**src/rtl/pcg_pkg.sv**
```systemverilog
package pcg_pkg;
  typedef enum logic [1:0] {
    MODE_RUN   = 2'd0,
    MODE_SLEEP = 2'd1,
    MODE_DEEP  = 2'd2
  } pmode_e;

  localparam int NUM_BANKS = 3;
endpackage

```
**src/rtl/pcg_mode_ctrl.sv**
```systemverilog
module pcg_mode_ctrl
  import pcg_pkg::*;
(
  input  logic   clk,
  input  logic   rst,
  input  logic   sleep_req,
  input  logic   sleep_deep,
  input  logic   irq,
  output pmode_e mode
);
  pmode_e mode_nxt;

  always_comb begin
    mode_nxt = mode;
    case (mode)
      MODE_RUN:   if (sleep_req && !irq) mode_nxt = sleep_deep ? MODE_DEEP : MODE_SLEEP;
      MODE_SLEEP,
      MODE_DEEP:  if (irq) mode_nxt = MODE_RUN;
      default:    mode_nxt = MODE_RUN;
    endcase
  end

  always_ff @(posedge clk) begin
    if (rst) mode <= MODE_RUN;
    else     mode <= mode_nxt;
  end

  AST_DEEP_ENTRY: assert property (@(posedge clk) disable iff (rst)
    (mode == MODE_RUN && sleep_req && !irq && sleep_deep) |=> mode == MODE_DEEP);
  AST_WAKE_ON_IRQ: assert property (@(posedge clk) disable iff (rst)
    (mode != MODE_RUN && irq) |=> mode == MODE_RUN);
  AST_REQ_BLOCKED: assert property (@(posedge clk) disable iff (rst)
    (mode == MODE_RUN && irq) |=> mode == MODE_RUN);
  AST_NO_SLEEP_HOP: assert property (@(posedge clk) disable iff (rst)
    (mode != MODE_RUN && !irq) |=> $stable(mode));
endmodule

```
**src/rtl/pcg_gate_bank.sv**
```systemverilog
module pcg_gate_bank #(
  parameter int              WIDTH = 8,
  parameter logic [WIDTH-1:0] CAP  = '1
) (
  input  logic             clk,
  input  logic             rst,
  input  logic             wr_en,
  input  logic [WIDTH-1:0] wdata,
  output logic [WIDTH-1:0] q
);
  always_ff @(posedge clk) begin
    if (rst)        q <= '0;
    else if (wr_en) q <= wdata & CAP;
  end

  AST_BANK_MASKED: assert property (@(posedge clk) disable iff (rst)
    wr_en |=> (q & ~CAP) == '0);
endmodule

```
**src/rtl/pcg_en_out.sv**
```systemverilog
module pcg_en_out
  import pcg_pkg::*;
#(
  parameter int               WIDTH = 8,
  parameter logic [WIDTH-1:0] CAP   = '1
) (
  input  logic                              clk,
  input  logic                              rst,
  input  pmode_e                            mode,
  input  logic [NUM_BANKS-1:0][WIDTH-1:0]   banks,
  output logic [WIDTH-1:0]                  periph_en,
  output logic                              cpu_en
);
  always_ff @(posedge clk) begin
    if (rst) begin
      periph_en <= '0;
      cpu_en    <= 1'b1;
    end else begin
      case (mode)
        MODE_SLEEP: periph_en <= banks[1];
        MODE_DEEP:  periph_en <= banks[2];
        default:    periph_en <= banks[0];
      endcase
      cpu_en <= (mode == MODE_RUN);
    end
  end

  AST_EN_PRESENT_ONLY: assert property (@(posedge clk) disable iff (rst)
    (periph_en & ~CAP) == '0);
endmodule

```
**src/rtl/pwr_clk_gate.sv**
```systemverilog
module pwr_clk_gate
  import pcg_pkg::*;
#(
  parameter int                    NUM_PERIPH = 8,
  parameter logic [NUM_PERIPH-1:0] CAP_MASK   = 8'hB7
) (
  input  logic                  clk,
  input  logic                  rst,
  input  logic [1:0]            reg_addr,
  input  logic                  reg_wr,
  input  logic [NUM_PERIPH-1:0] reg_wdata,
  output logic [NUM_PERIPH-1:0] reg_rdata,
  input  logic                  sleep_req,
  input  logic                  sleep_deep,
  input  logic                  irq,
  output logic [1:0]            pwr_mode,
  output logic [NUM_PERIPH-1:0] periph_en,
  output logic                  cpu_clk_en
);
  localparam logic [1:0] CAP_ADDR = 2'd0;

  pmode_e                                 mode;
  logic [NUM_BANKS-1:0][NUM_PERIPH-1:0]   banks;

  pcg_mode_ctrl u_mode (
    .clk        (clk),
    .rst        (rst),
    .sleep_req  (sleep_req),
    .sleep_deep (sleep_deep),
    .irq        (irq),
    .mode       (mode)
  );

  for (genvar b = 0; b < NUM_BANKS; b++) begin : g_bank
    pcg_gate_bank #(.WIDTH(NUM_PERIPH), .CAP(CAP_MASK)) u_bank (
      .clk   (clk),
      .rst   (rst),
      .wr_en (reg_wr && (reg_addr == 2'(b + 1))),
      .wdata (reg_wdata),
      .q     (banks[b])
    );
  end

  pcg_en_out #(.WIDTH(NUM_PERIPH), .CAP(CAP_MASK)) u_out (
    .clk       (clk),
    .rst       (rst),
    .mode      (mode),
    .banks     (banks),
    .periph_en (periph_en),
    .cpu_en    (cpu_clk_en)
  );

  always_ff @(posedge clk) begin
    if (rst) reg_rdata <= '0;
    else begin
      case (reg_addr)
        CAP_ADDR: reg_rdata <= CAP_MASK;
        2'd1:     reg_rdata <= banks[0];
        2'd2:     reg_rdata <= banks[1];
        default:  reg_rdata <= banks[2];
      endcase
    end
  end

  assign pwr_mode = mode;

  AST_CAP_READ: assert property (@(posedge clk) disable iff (rst)
    (reg_addr == CAP_ADDR) |=> reg_rdata == CAP_MASK);
  AST_CPU_GATED: assert property (@(posedge clk) disable iff (rst)
    (mode != MODE_RUN) |=> !cpu_clk_en);
  AST_CPU_RUNS: assert property (@(posedge clk) disable iff (rst)
    (mode == MODE_RUN) |=> cpu_clk_en);
endmodule

```
**config.mk**
```make
export PLATFORM = sky130hd
export DESIGN_NAME = pwr_clk_gate
export DESIGN_NICKNAME = d
export VERILOG_FILES = /design/src/rtl/pcg_pkg.sv /design/src/rtl/pcg_mode_ctrl.sv /design/src/rtl/pcg_gate_bank.sv /design/src/rtl/pcg_en_out.sv /design/src/rtl/pwr_clk_gate.sv
export SDC_FILE = /design/constraint.sdc
export NUM_CORES = 1
export LEC_CHECK = 0
export ABC_CLOCK_PERIOD_IN_PS = 1620
export CAP_MARGIN = 15
export CORE_MARGIN = 4
export CORE_UTILIZATION = 50
export CTS_CLUSTER_DIAMETER = 30
export DETAILED_ROUTE_END_ITERATION = 10
export DONT_BUFFER_PORTS = 1
export MAX_ROUTING_LAYER = met4
export SLEW_MARGIN = 20
export SYNTH_ARGS = -nofsm -noshare
export SYNTH_HDL_FRONTEND = slang
export SYNTH_SLANG_ARGS = --single-unit
```
**constraint.sdc**
```tcl
create_clock -name clk -period 1.62 [get_ports clk]
set_input_delay 0.162 -clock clk [delete_from_list [all_inputs] [get_ports clk]]
set_output_delay 0.162 -clock clk [all_outputs]
set_load 0.1 [all_outputs]
```
== Yosys cells after proc, flatten, opt, wreduce, memory -nomap -nowiden ==
Index checks and enable logic that the tools add are counted.

* Equality and inequality tests: 7
* Reductions and logical operators: 9
* Muxes and demuxes: 6

{| class="wikitable"
|+ Operator list
! cell !! count
|-
| one-hot mux 8 bit (3 select lines) || 1
|-
| one-hot mux 8 bit (2 select lines) || 1
|-
| == test 2 bit, second input constant || 3
|-
| 2-to-1 mux 2 bit || 3
|-
| == test 2 x 1 -> 1 bit, second input constant || 2
|-
| logical AND 1 bit || 4
|-
| zero test 2 bit || 2
|-
| one-hot mux 2 bit (2 select lines) || 1
|-
| != test 2 x 1 -> 1 bit, second input constant || 1
|-
| != test 2 bit, second input constant || 1
|-
| AND reduction 2 bit || 1
|-
| OR reduction 2 bit || 1
|-
| zero test 1 bit || 1
|}

* Register bits: 37

== Depth between registers and ports, before layout ==
Gate-level depths: netlist (run 1).

* Depth after elaboration: 4
* Mapped depth: 5
* Mapped depth without buffers: 5

== Modules after synthesis ==
From an unflattened synthesis (run 1), not the netlist that was laid out.

* Cell total of the unflattened synthesis: 165
* Area total of the unflattened synthesis: 1740.4 sq um

{| class="wikitable"
|+ Modules (own cells, without submodules)
! module !! area an instance (sq um) !! times used !! cells each
|-
| pcg_gate_bank || 232.7 || 3 || 22
|-
| pwr_clk_gate || 474.2 || 1 || 41
|-
| pcg_en_out || 447.9 || 1 || 44
|-
| pcg_mode_ctrl || 120.1 || 1 || 14
|}

== Least setup slack after synthesis (run 1) ==
OpenSTA, ideal clock, no wires.

* Kind: register to register
* From: register u_mode.mode[0]
* To: register u_mode.mode[0]
* Setup time: 0.128 ns
* Required time: 1.492 ns
* Path slack: -0.460 ns
* Data arrival time: 1.952 ns
* Path buffers: 1
* Cell stages (with the launch flop): 6
* Period minus slack after synthesis: 2.080 ns
* Cells stage by stage: dfxtp_1 > inv_1 > ha_1 > buf_4 > a32oi_1 > o32ai_1

* Cells in the longest elaborated chain, start to end: 4

{| class="wikitable"
|+ RTL lines
! element !! RTL line !! RTL
|-
| from (decl) || pcg_mode_ctrl.sv:9 || <nowiki>output pmode_e mode</nowiki>
|-
| from (signal assigned) || pcg_mode_ctrl.sv:25 || <nowiki>else mode <= mode_nxt;</nowiki>
|-
| == test 2 x 1 -> 1 bit / == test 2 bit (equally long branches) || pcg_mode_ctrl.sv:15 || <nowiki>case (mode)</nowiki>
|-
| OR reduction 2 bit || pcg_mode_ctrl.sv:15 ||
|-
| != test 2 bit (no source line) || n/a ||
|-
| AND reduction 2 bit (no source line) || n/a ||
|}

Several ways; a longest one is shown, not always the timed one.
A chain may end at the register's enable or synchronous reset.

== Final worst setup path (run 1) ==
* From: register u_mode.mode[0]
* To: register u_out.periph_en[2]

* Cells in the longest elaborated chain, start to end: 2

{| class="wikitable"
|+ RTL lines
! element !! RTL line !! RTL
|-
| == test 2 bit / == test 2 x 1 -> 1 bit (equally long branches) || pcg_en_out.sv:19 || <nowiki>case (mode)</nowiki>
|-
| one-hot mux 8 bit (2 select lines) (*) || pcg_en_out.sv:19 ||
|-
| to (signal assigned) || pcg_en_out.sv:20 || <nowiki>MODE_SLEEP: periph_en <= banks[1];</nowiki>
|-
| to (signal assigned) || pcg_en_out.sv:21 || <nowiki>MODE_DEEP: periph_en <= banks[2];</nowiki>
|-
| to (signal assigned) || pcg_en_out.sv:22 || <nowiki>default: periph_en <= banks[0];</nowiki>
|-
| to (decl) || pcg_en_out.sv:11 || <nowiki>output logic [WIDTH-1:0] periph_en,</nowiki>
|}

Mark *: on every way between the ends. The rest lies on a longest branch, timed or not.

==> results.toml, run 1 <==
[run_status]
status = "completed"

[sta]
rsz0062_at_grt = "false"
fin_crit_ns = 1.43
slew_headroom_pct = 61.9
skew_ns = 0.0132
post-route-period-util_pct = 88.2
worstMarginPinSlew_ns = 0.572
fin_ws_ns = 0.192
maxSlewViolCount = 0
hold_violations = 0
finalSetupTns_ns = 0
finalSetupViolCount = 0
fmax_mhz = 700

[setup_path]
crit_buf_inv = 2
crit_fanout = 12
critPathMaxStageDelay_ns = 0.37
reg2reg_slack_ns = 0.19
cp_top_family = "flip-flops"
worstPathArrival_ns = 1.65
crit_chain = "inv_1 > ha_1 > buf_4 > nor2_1 > a211oi_1"
r2r_start = "u_mode.mode[0]"
critPathLaunchType = "register"
crit_required_ns = 1.85
cp-startpoint = "u_mode.mode[0]"
endpoint_kind = "register"
crit_type = "register to register"
slowest_stage = "dfxtp_4"

[clock_tree]
cts.sinks = 33
htreeDepth = 2
root_buffer = "clkbuf_4"
cts_buffer_depth = 2
post_cts_resize_count = 0
cts_tree = "yes"
path_clk_slew_ns = 0.09
clock_latency_ns = 0.34
numCtsBuffers = 5

[drt]
wirelength_um = 2850
antenna_left = 0
drc = 0
drtIter0Drc = 27
wl_per_cell_um = 14.9
routed_via_density = 5.45
dr.pass1.iters = 4
vias = 1041

[placement]
dp_cells = 174
port_buffers = 0
dp_hpwl_um = 2000
place_ws_ns = 0.285
place.gp.congestion = 0.770

[min_path]
hold_start = "reg_wdata[4]"
hold_class = "input pin to register"

[grt]
grt_pass1_vias = 949
antenna_found_initial = 0
grt.total_usage_pct = 17.2
gr-total-overflow = 0
grt_first_pass_wirelength_um = 4490
grt_max_degree = 34

[yosys]
yosys_warnings = 0
ys_ff_latch = 33
ys_seq_area_share_pct = 47.0
syn-instance-count = 136
synth.cell_area_um2 = 1410
synth_cell_types = 21
syn_avg_cell_area_um2 = 10.3

[floorplanning]
start_util_pct = 54.8
die_x_um = 61.0
io_pins = 35
die-height_um = 61.0
rows = 18
die_area_um2 = 3730
fp.coreArea_um2 = 2570

[layout]
finalNetCount = 179
fin_cells = 191
postLayoutCoreUtil_pct = 64.3
layout-drive-gt1-share_pct = 19.3
diodes = 0
synthToLayoutAreaGrowth_pct = 17.3

[power]
power_mw = 1.78
power_density_nw_per_um2 = 1080
p_leak_nw = 0.780
ir_drop_v = 0.000738

[job]
maxCapViolCount = 0
[Yosys cell counts (all sizes together)]
cell type   n  area, µm²
nand2b      1       8.76
clkbuf      3       11.3
o32ai       2       17.5
dfxtp      33        661
nand3       1       17.5
mux2i      24        240
inv         3       11.3
or2         2       12.5
conb        1       3.75
nand3b      2       40.0
a21oi       1       5.00
a32oi       1       8.76
a22oi       6       45.0
and4b       1       10.0
ha          3       37.5
o21ai       1       5.00
buf         8       65.1
nor2       31        116
a211oi     12       90.1
[kinds of logic after synthesis]
group                      synth area share (%)
and+or+nand+nor                            14.6
muxes                                      17.1
adders and majority gates                  2.67
buffers and inverters                      6.23
AOI/OAI and AO/OA                          12.2
other                                     0.267
DFF                                        47.0
[worst paths after layout]
check             cells past startpoint                     to
setup reg to reg                      5     u_out.periph_en[2]
hold reg to reg                       2     u_out.periph_en[0]
setup / recovery                      5     u_out.periph_en[2]
hold / removal                        2  g_bank[0].u_bank.q[4]
[worst register-to-register path: stages (launching register included)]
cell and delay, ns:
dfxtp_4 0.37, inv_1 0.08, ha_1 0.35, buf_4 0.20, nor2_1 0.06, a211oi_1 0.26
[where the power goes]
part	switching, mW	internal (mW)
Sequential	0.0221	0.851
Clock	0.262	0.214
Combinational	0.321	0.108
Total	0.605	1.17
[cell type report]
cell class,instances,area [µm²]
timing repair buffer,25,205
multi-input combinational,92,669
inverter,3,11.3
clock buffer,8,58.8
tap,30,37.5
fill,226,917
sequential,33,668
[through the flow]
step	hold slack [ns]	instance area, µm²
final	0.00614	1650
after global routing	0.0235	1650
after CTS	0.00254	1650
after detailed placement	0.240	1510
after global placement	0.237	1510
after floorplan	0.306	1430
[repair_timing]
item | in CTS | in global routing
endpoints found under the setup margin | 0 | 0
buffers inserted | 0 | 0
hold endpoints to repair | 33 | 1
hold buffers | 8 | 1
[cell usage in the layout, fill, tap and decap left out]
cell / instances
a22oi_1: 6
nand2b_2: 1
o21ai_0: 1
mux2i_1: 24
nor2_1: 31
a21oi_1: 1
clkbuf_1: 2
a32oi_1: 1
or2_2: 2
nand3_4: 1
dfxtp_1: 31
and4b_1: 1
dfxtp_4: 2
conb_1: 4
clkbuf_4: 5
buf_4: 16
ha_1: 3
buf_2: 1
o32ai_1: 2
clkbuf_8: 1
a211oi_1: 12
dlygate4sd3_1: 8
inv_1: 3
nand3b_4: 2
[state kept, by name, indices dropped and copies added (netlist names)]
register / flops
u_mode.mode: 2
u_out.cpu_en: 1
g_bank.u_bank.q: 18
u_out.periph_en: 6
reg_rdata: 6
[layer usage]
layer	up-vias	GRT usage [%]	part of all wire (%)
met1	483	21.6	47
li1	522	-	-
met3	7	4.61	7.3
met2	29	25.7	44
met5	-	-	0
met4	0	8.36	1.8
No activity file was read; power rests on OpenSTA's default activity.
==> run 2, diff against run 1 <==
Settings changed: CORE_MARGIN 4 to not set.
==> results.toml, run 2 (synthesized netlist as in run 1, its figures left out) <==
[floorplanning]
fp.coreArea_um2 = 2570
start_util_pct = 54.8
die-height_um = 55.0
rows = 18
die_area_um2 = 3030
die_x_um = 55.0
io_pins = 35

[clock_tree]
post_cts_resize_count = 0
htreeDepth = 2
cts_buffer_depth = 2
clock_latency_ns = 0.32
root_buffer = "clkbuf_4"
cts_tree = "yes"
cts.sinks = 33
path_clk_slew_ns = 0.09
numCtsBuffers = 5

[sta]
maxSlewViolCount = 0
slew_headroom_pct = 62.7
fin_crit_ns = 1.36
skew_ns = 0.00883
rsz0062_at_grt = "false"
finalSetupViolCount = 0
post-route-period-util_pct = 84.0
finalSetupTns_ns = 0
fin_ws_ns = 0.259
hold_violations = 0
worstMarginPinSlew_ns = 0.559
fmax_mhz = 735

[min_path]
hold_depth = 2
hold_class = "input pin to register"

[setup_path]
crit_fanout = 5
reg2regPathDepth = 5
endpoint_kind = "register"
crit_type = "register to register"
worstPathArrival_ns = 1.54
crit_required_ns = 1.80
critPathLaunchType = "register"

[drt]
drtIter0Drc = 29
vias = 1043
wl_per_cell_um = 14.5
antenna_left = 0
drc = 0
routed_via_density = 5.52
wirelength_met1_um = 1260
wirelength_um = 2730
topRoutingLayerUsed = "met4"
dr.pass1.iters = 5
wl_met3_um = 183
dr_wl_met2_um = 1260

[grt]
gr-total-overflow = 0
grt_first_pass_wirelength_um = 4450
grt_pass1_vias = 948
grt_max_degree = 34
grt.total_usage_pct = 22.6
antenna_found_initial = 0

[power]
switchingPower_mw = 0.583
p_leak_nw = 0.775
power.internal_mw = 1.16
clockPowerShare_pct = 25.5
seqPwrFrac_pct = 50.0
ir_drop_v = 0.000851
p_comb_share_pct = 24.5
swShare_pct = 33.4
power_density_nw_per_um2 = 1070

[run_status]
status = "completed"

[job]
maxCapViolCount = 0

[layout]
largest-register = "g_bank.u_bank.q"
finalNetCount = 178
synthToLayoutAreaGrowth_pct = 16.4
diodes = 0
layout-drive-gt1-share_pct = 19.5
largest_reg_flops = 18
layout_common_cells = "31 x nor2_1, 31 x dfxtp_1, 24 x mux2i_1, 16 x buf_4, 12 x a211oi_1"
largestRegisters = "g_bank.u_bank.q: 18 flops, reg_rdata: 6 flops, u_out.periph_en: 6 flops"

[placement]
place.gp.congestion = 0.761
port_buffers = 0
place_ws_ns = 0.298
dp_hpwl_um = 1950
==> run 2: cell count changes in the layout (fill, tap and decap cells not counted), sizes merged <==
| cell | delta |
|---|---|
| clkbuf | -1 |
| dlygate4sd3 | -1 |
==> run 2: area by class of cell <==
class | instances | area, µm²
clock buffers | 7 | 55.1
fillers | 223 | 931
inverters | 3 | 11.3
multi-input cells | 92 | 669
flip-flops and latches | 33 | 668
well taps | 30 | 37.5
repair buffers | 24 | 195
==> run 2: critical path, cell delays in order (launching register included) <==
cell and delay, ns:
dfxtp_4 0.37, inv_1 0.07, ha_1 0.35, and4b_1 0.21
a21oi_1 0.13, o32ai_1 0.10
==> run 2: final timing paths <==
| kind | to | slack (ns) | startpoint |
|---|---|---|---|
| worst min register to register | u_out.periph_en[1] | 0.54 | g_bank[0].u_bank.q[1] |
| worst max register to register | u_mode.mode[1] | 0.26 | u_mode.mode[1] |
| worst max-delay path | u_mode.mode[1] | 0.26 | u_mode.mode[1] |
| worst min-delay path | g_bank[2].u_bank.q[0] | 0.01 | reg_wdata[0] |
==> run 2: metrics by stage <==
stage / hold WS (ns) / utilization [%] / instances / area [µm²] / power, mW
2_1_floorplan: 0.306 / - / 139 / 1430 / 1.25
3_3_place_gp: 0.237 / 58.7 / 174 / 1510 / 1.28
3_5_place_dp: 0.239 / 58.7 / 174 / 1510 / 1.29
4_1_cts: 0.000990 / 63.9 / 189 / 1640 / 1.77
5_1_grt: 0.0192 / 63.7 / 189 / 1640 / 1.83
6_report: 0.0149 / 63.7 / 189 / 1640 / 1.75
==> run 2: power by group through the flow <==
stage	registers (mW)	logic, mW	clock network [mW]
3_5_place_dp	0.892	0.395	0
5_1_grt	0.879	0.452	0.503
2_1_floorplan	1.08	0.179	0
4_1_cts	0.873	0.428	0.465
3_3_place_gp	0.889	0.390	0
6_report	0.873	0.427	0.446
==> run 2: timing repair <==
action                                 in CTS  in global routing
hold buffers                                8                  0
endpoints found under the hold margin      33                  0
setup buffers                               0                  0
==> run 2: per-layer routing <==
| layer | vias to the layer above | global-route usage, % |
|---|---|---|
| met2 | 40 | 33.9 |
| met3 | 4 | 7.65 |
| met5 | - | - |
| met1 | 478 | 27.9 |
| li1 | 521 | - |
| met4 | 0 | 8.75 |
==> run 3, diff against run 2 <==
Settings changed: ABC_CLOCK_PERIOD_IN_PS 1620 to 1200, PLACE_DENSITY set to 0.68.
Clock period 1.62 ns to 1.2 ns, I/O delays scaled along.
==> results.toml, run 3 (synthesized netlist as in run 1, its figures left out) <==
[run_status]
status = "finished, violations left"
violations = "negative hold slack, negative setup slack"

[floorplanning]
rows = 18
fp.coreArea_um2 = 2570
die_area_um2 = 3030
start_util_pct = 54.8
die_x_um = 55.0
io_pins = 35
die-height_um = 55.0

[sta]
finalSetupViolCount = 2
rsz0062_at_grt = "true"
maxSlewViolCount = 0
fin_crit_ns = 1.26
skew_ns = 0.00820
fin_ws_ns = -0.0577
whs_ns = -0.167
fmax_mhz = 795
post-route-period-util_pct = 105
hold_violations = 27
finalSetupTns_ns = -0.0761

[clock_tree]
postCtsHoldBufs = 16
cts_buffer_depth = 2
htreeDepth = 2
cts.sinks = 33
cts_tree = "yes"
root_buffer = "clkbuf_4"
clock_latency_ns = 0.33
numCtsBuffers = 5
path_clk_slew_ns = 0.09

[power]
power.internal_mw = 1.60
swShare_pct = 33.2
power_density_nw_per_um2 = 1350
seqPwrFrac_pct = 49.2
switchingPower_mw = 0.794
power_mw = 2.39
clockPowerShare_pct = 25.7
p_comb_share_pct = 25.0
p_leak_nw = 0.860
ir_drop_v = 0.00121

[grt]
gr-total-overflow = 0
grt_pass1_vias = 1017
grt.total_usage_pct = 24.0
grt_max_degree = 35
antenna_found_initial = 0
grt_first_pass_wirelength_um = 4750

[layout]
largest-register = "g_bank.u_bank.q"
fin_cells = 199
layout_common_cells = "31 x nor2_1, 27 x buf_4, 24 x mux2i_1, 16 x dfxtp_1, 15 x dfxtp_2"
largestRegisters = "g_bank.u_bank.q: 18 flops, reg_rdata: 6 flops, u_out.periph_en: 6 flops"
synthToLayoutAreaGrowth_pct = 26.1
final_common_cell = "nor2_1"
postLayoutCoreUtil_pct = 69.1
diodes = 0
largest_reg_flops = 18
layout-drive-gt1-share_pct = 37.3
finalNetCount = 188

[drt]
antenna_left = 0
dr.pass1.iters = 4
routed_via_density = 5.47
vias = 1088
drtIter0Drc = 41
wirelength_um = 2940
wl_per_cell_um = 14.8
drc = 0

[min_path]
hold_class = "input pin to register"

[setup_path]
slowest_stage = "dfxtp_4"
endpoint_kind = "register"
worstPathArrival_ns = 1.48
cp_top_family = "flip-flops"
critPathMaxStageDelay_ns = 0.39
crit_required_ns = 1.42
crit_fanout = 5
critPathLaunchType = "register"
crit_chain = "inv_4 > ha_4 > and4b_1 > a21oi_1 > o32ai_1"
crit_buf_inv = 1
crit_type = "register to register"

[job]
maxCapViolCount = 0

[placement]
dp_cells = 174
port_buffers = 0
dp_hpwl_um = 2010
place.gp.congestion = 0.832
==> run 3: changes by cell type in the layout (fill, tap and decap cells not counted), sizes merged <==
| cell | previous run | this run |
|---|---|---|
| buf | 17 | 28 |
| dlygate4sd3 | 7 | 6 |
==> run 3: worst paths after layout <==
check	start	end	slack [ns]	cells after the start
max	u_mode.mode[1]	u_mode.mode[1]	-0.06	5
min reg2reg	g_bank[0].u_bank.q[4]	g_bank[0].u_bank.q[4]	0.50	2
min	rst	g_bank[0].u_bank.q[2]	-0.17	1
max reg2reg	u_mode.mode[1]	u_mode.mode[1]	-0.06	5
==> run 3: per-stage QoR <==
stage	hold slack (ns)	area, µm²	setup slack, ns
3_3_place_gp	0.195	1540	0.0193
4_1_cts	-0.169	1750	-0.0239
5_1_grt	-0.186	1770	-0.0490
3_5_place_dp	0.197	1540	-0.00367
2_1_floorplan	0.264	1440	-0.175
6_report	-0.167	1770	-0.0577
==> run 3: final cells by class <==
| cell class | instances | area [µm²] |
|---|---|---|
| clock buffer | 7 | 55.1 |
| fill | 199 | 795 |
| inverter | 3 | 16.3 |
| multi-input combinational | 92 | 694 |
| sequential | 33 | 687 |
| tap | 30 | 37.5 |
| timing repair buffer | 34 | 283 |
==> run 3: power groups by stage <==
stage / Sequential [mW] / Clock [mW] / Combinational, mW
after detailed placement: 1.21 / 0 / 0.557
after CTS: 1.18 / 0.636 / 0.582
after global routing: 1.19 / 0.705 / 0.632
after global placement: 1.20 / 0 / 0.548
final: 1.18 / 0.616 / 0.599
after floorplan: 1.45 / 0 / 0.251
==> run 3: what timing repair did <==
item                                    CTS  global route
setup buffers                             0            12
endpoints found under the setup margin    4            23
endpoints found under the hold margin    33            27
resized for setup                         0            18
pin swaps                                 2            10
==> run 3: layer usage <==
layer / wire [µm] / global-route usage [%]
met1: 1300 / 30.4
met2: 1330 / 34.1
met3: 266 / 10.1
met4: 46 / 7.92
met5: 0 / -
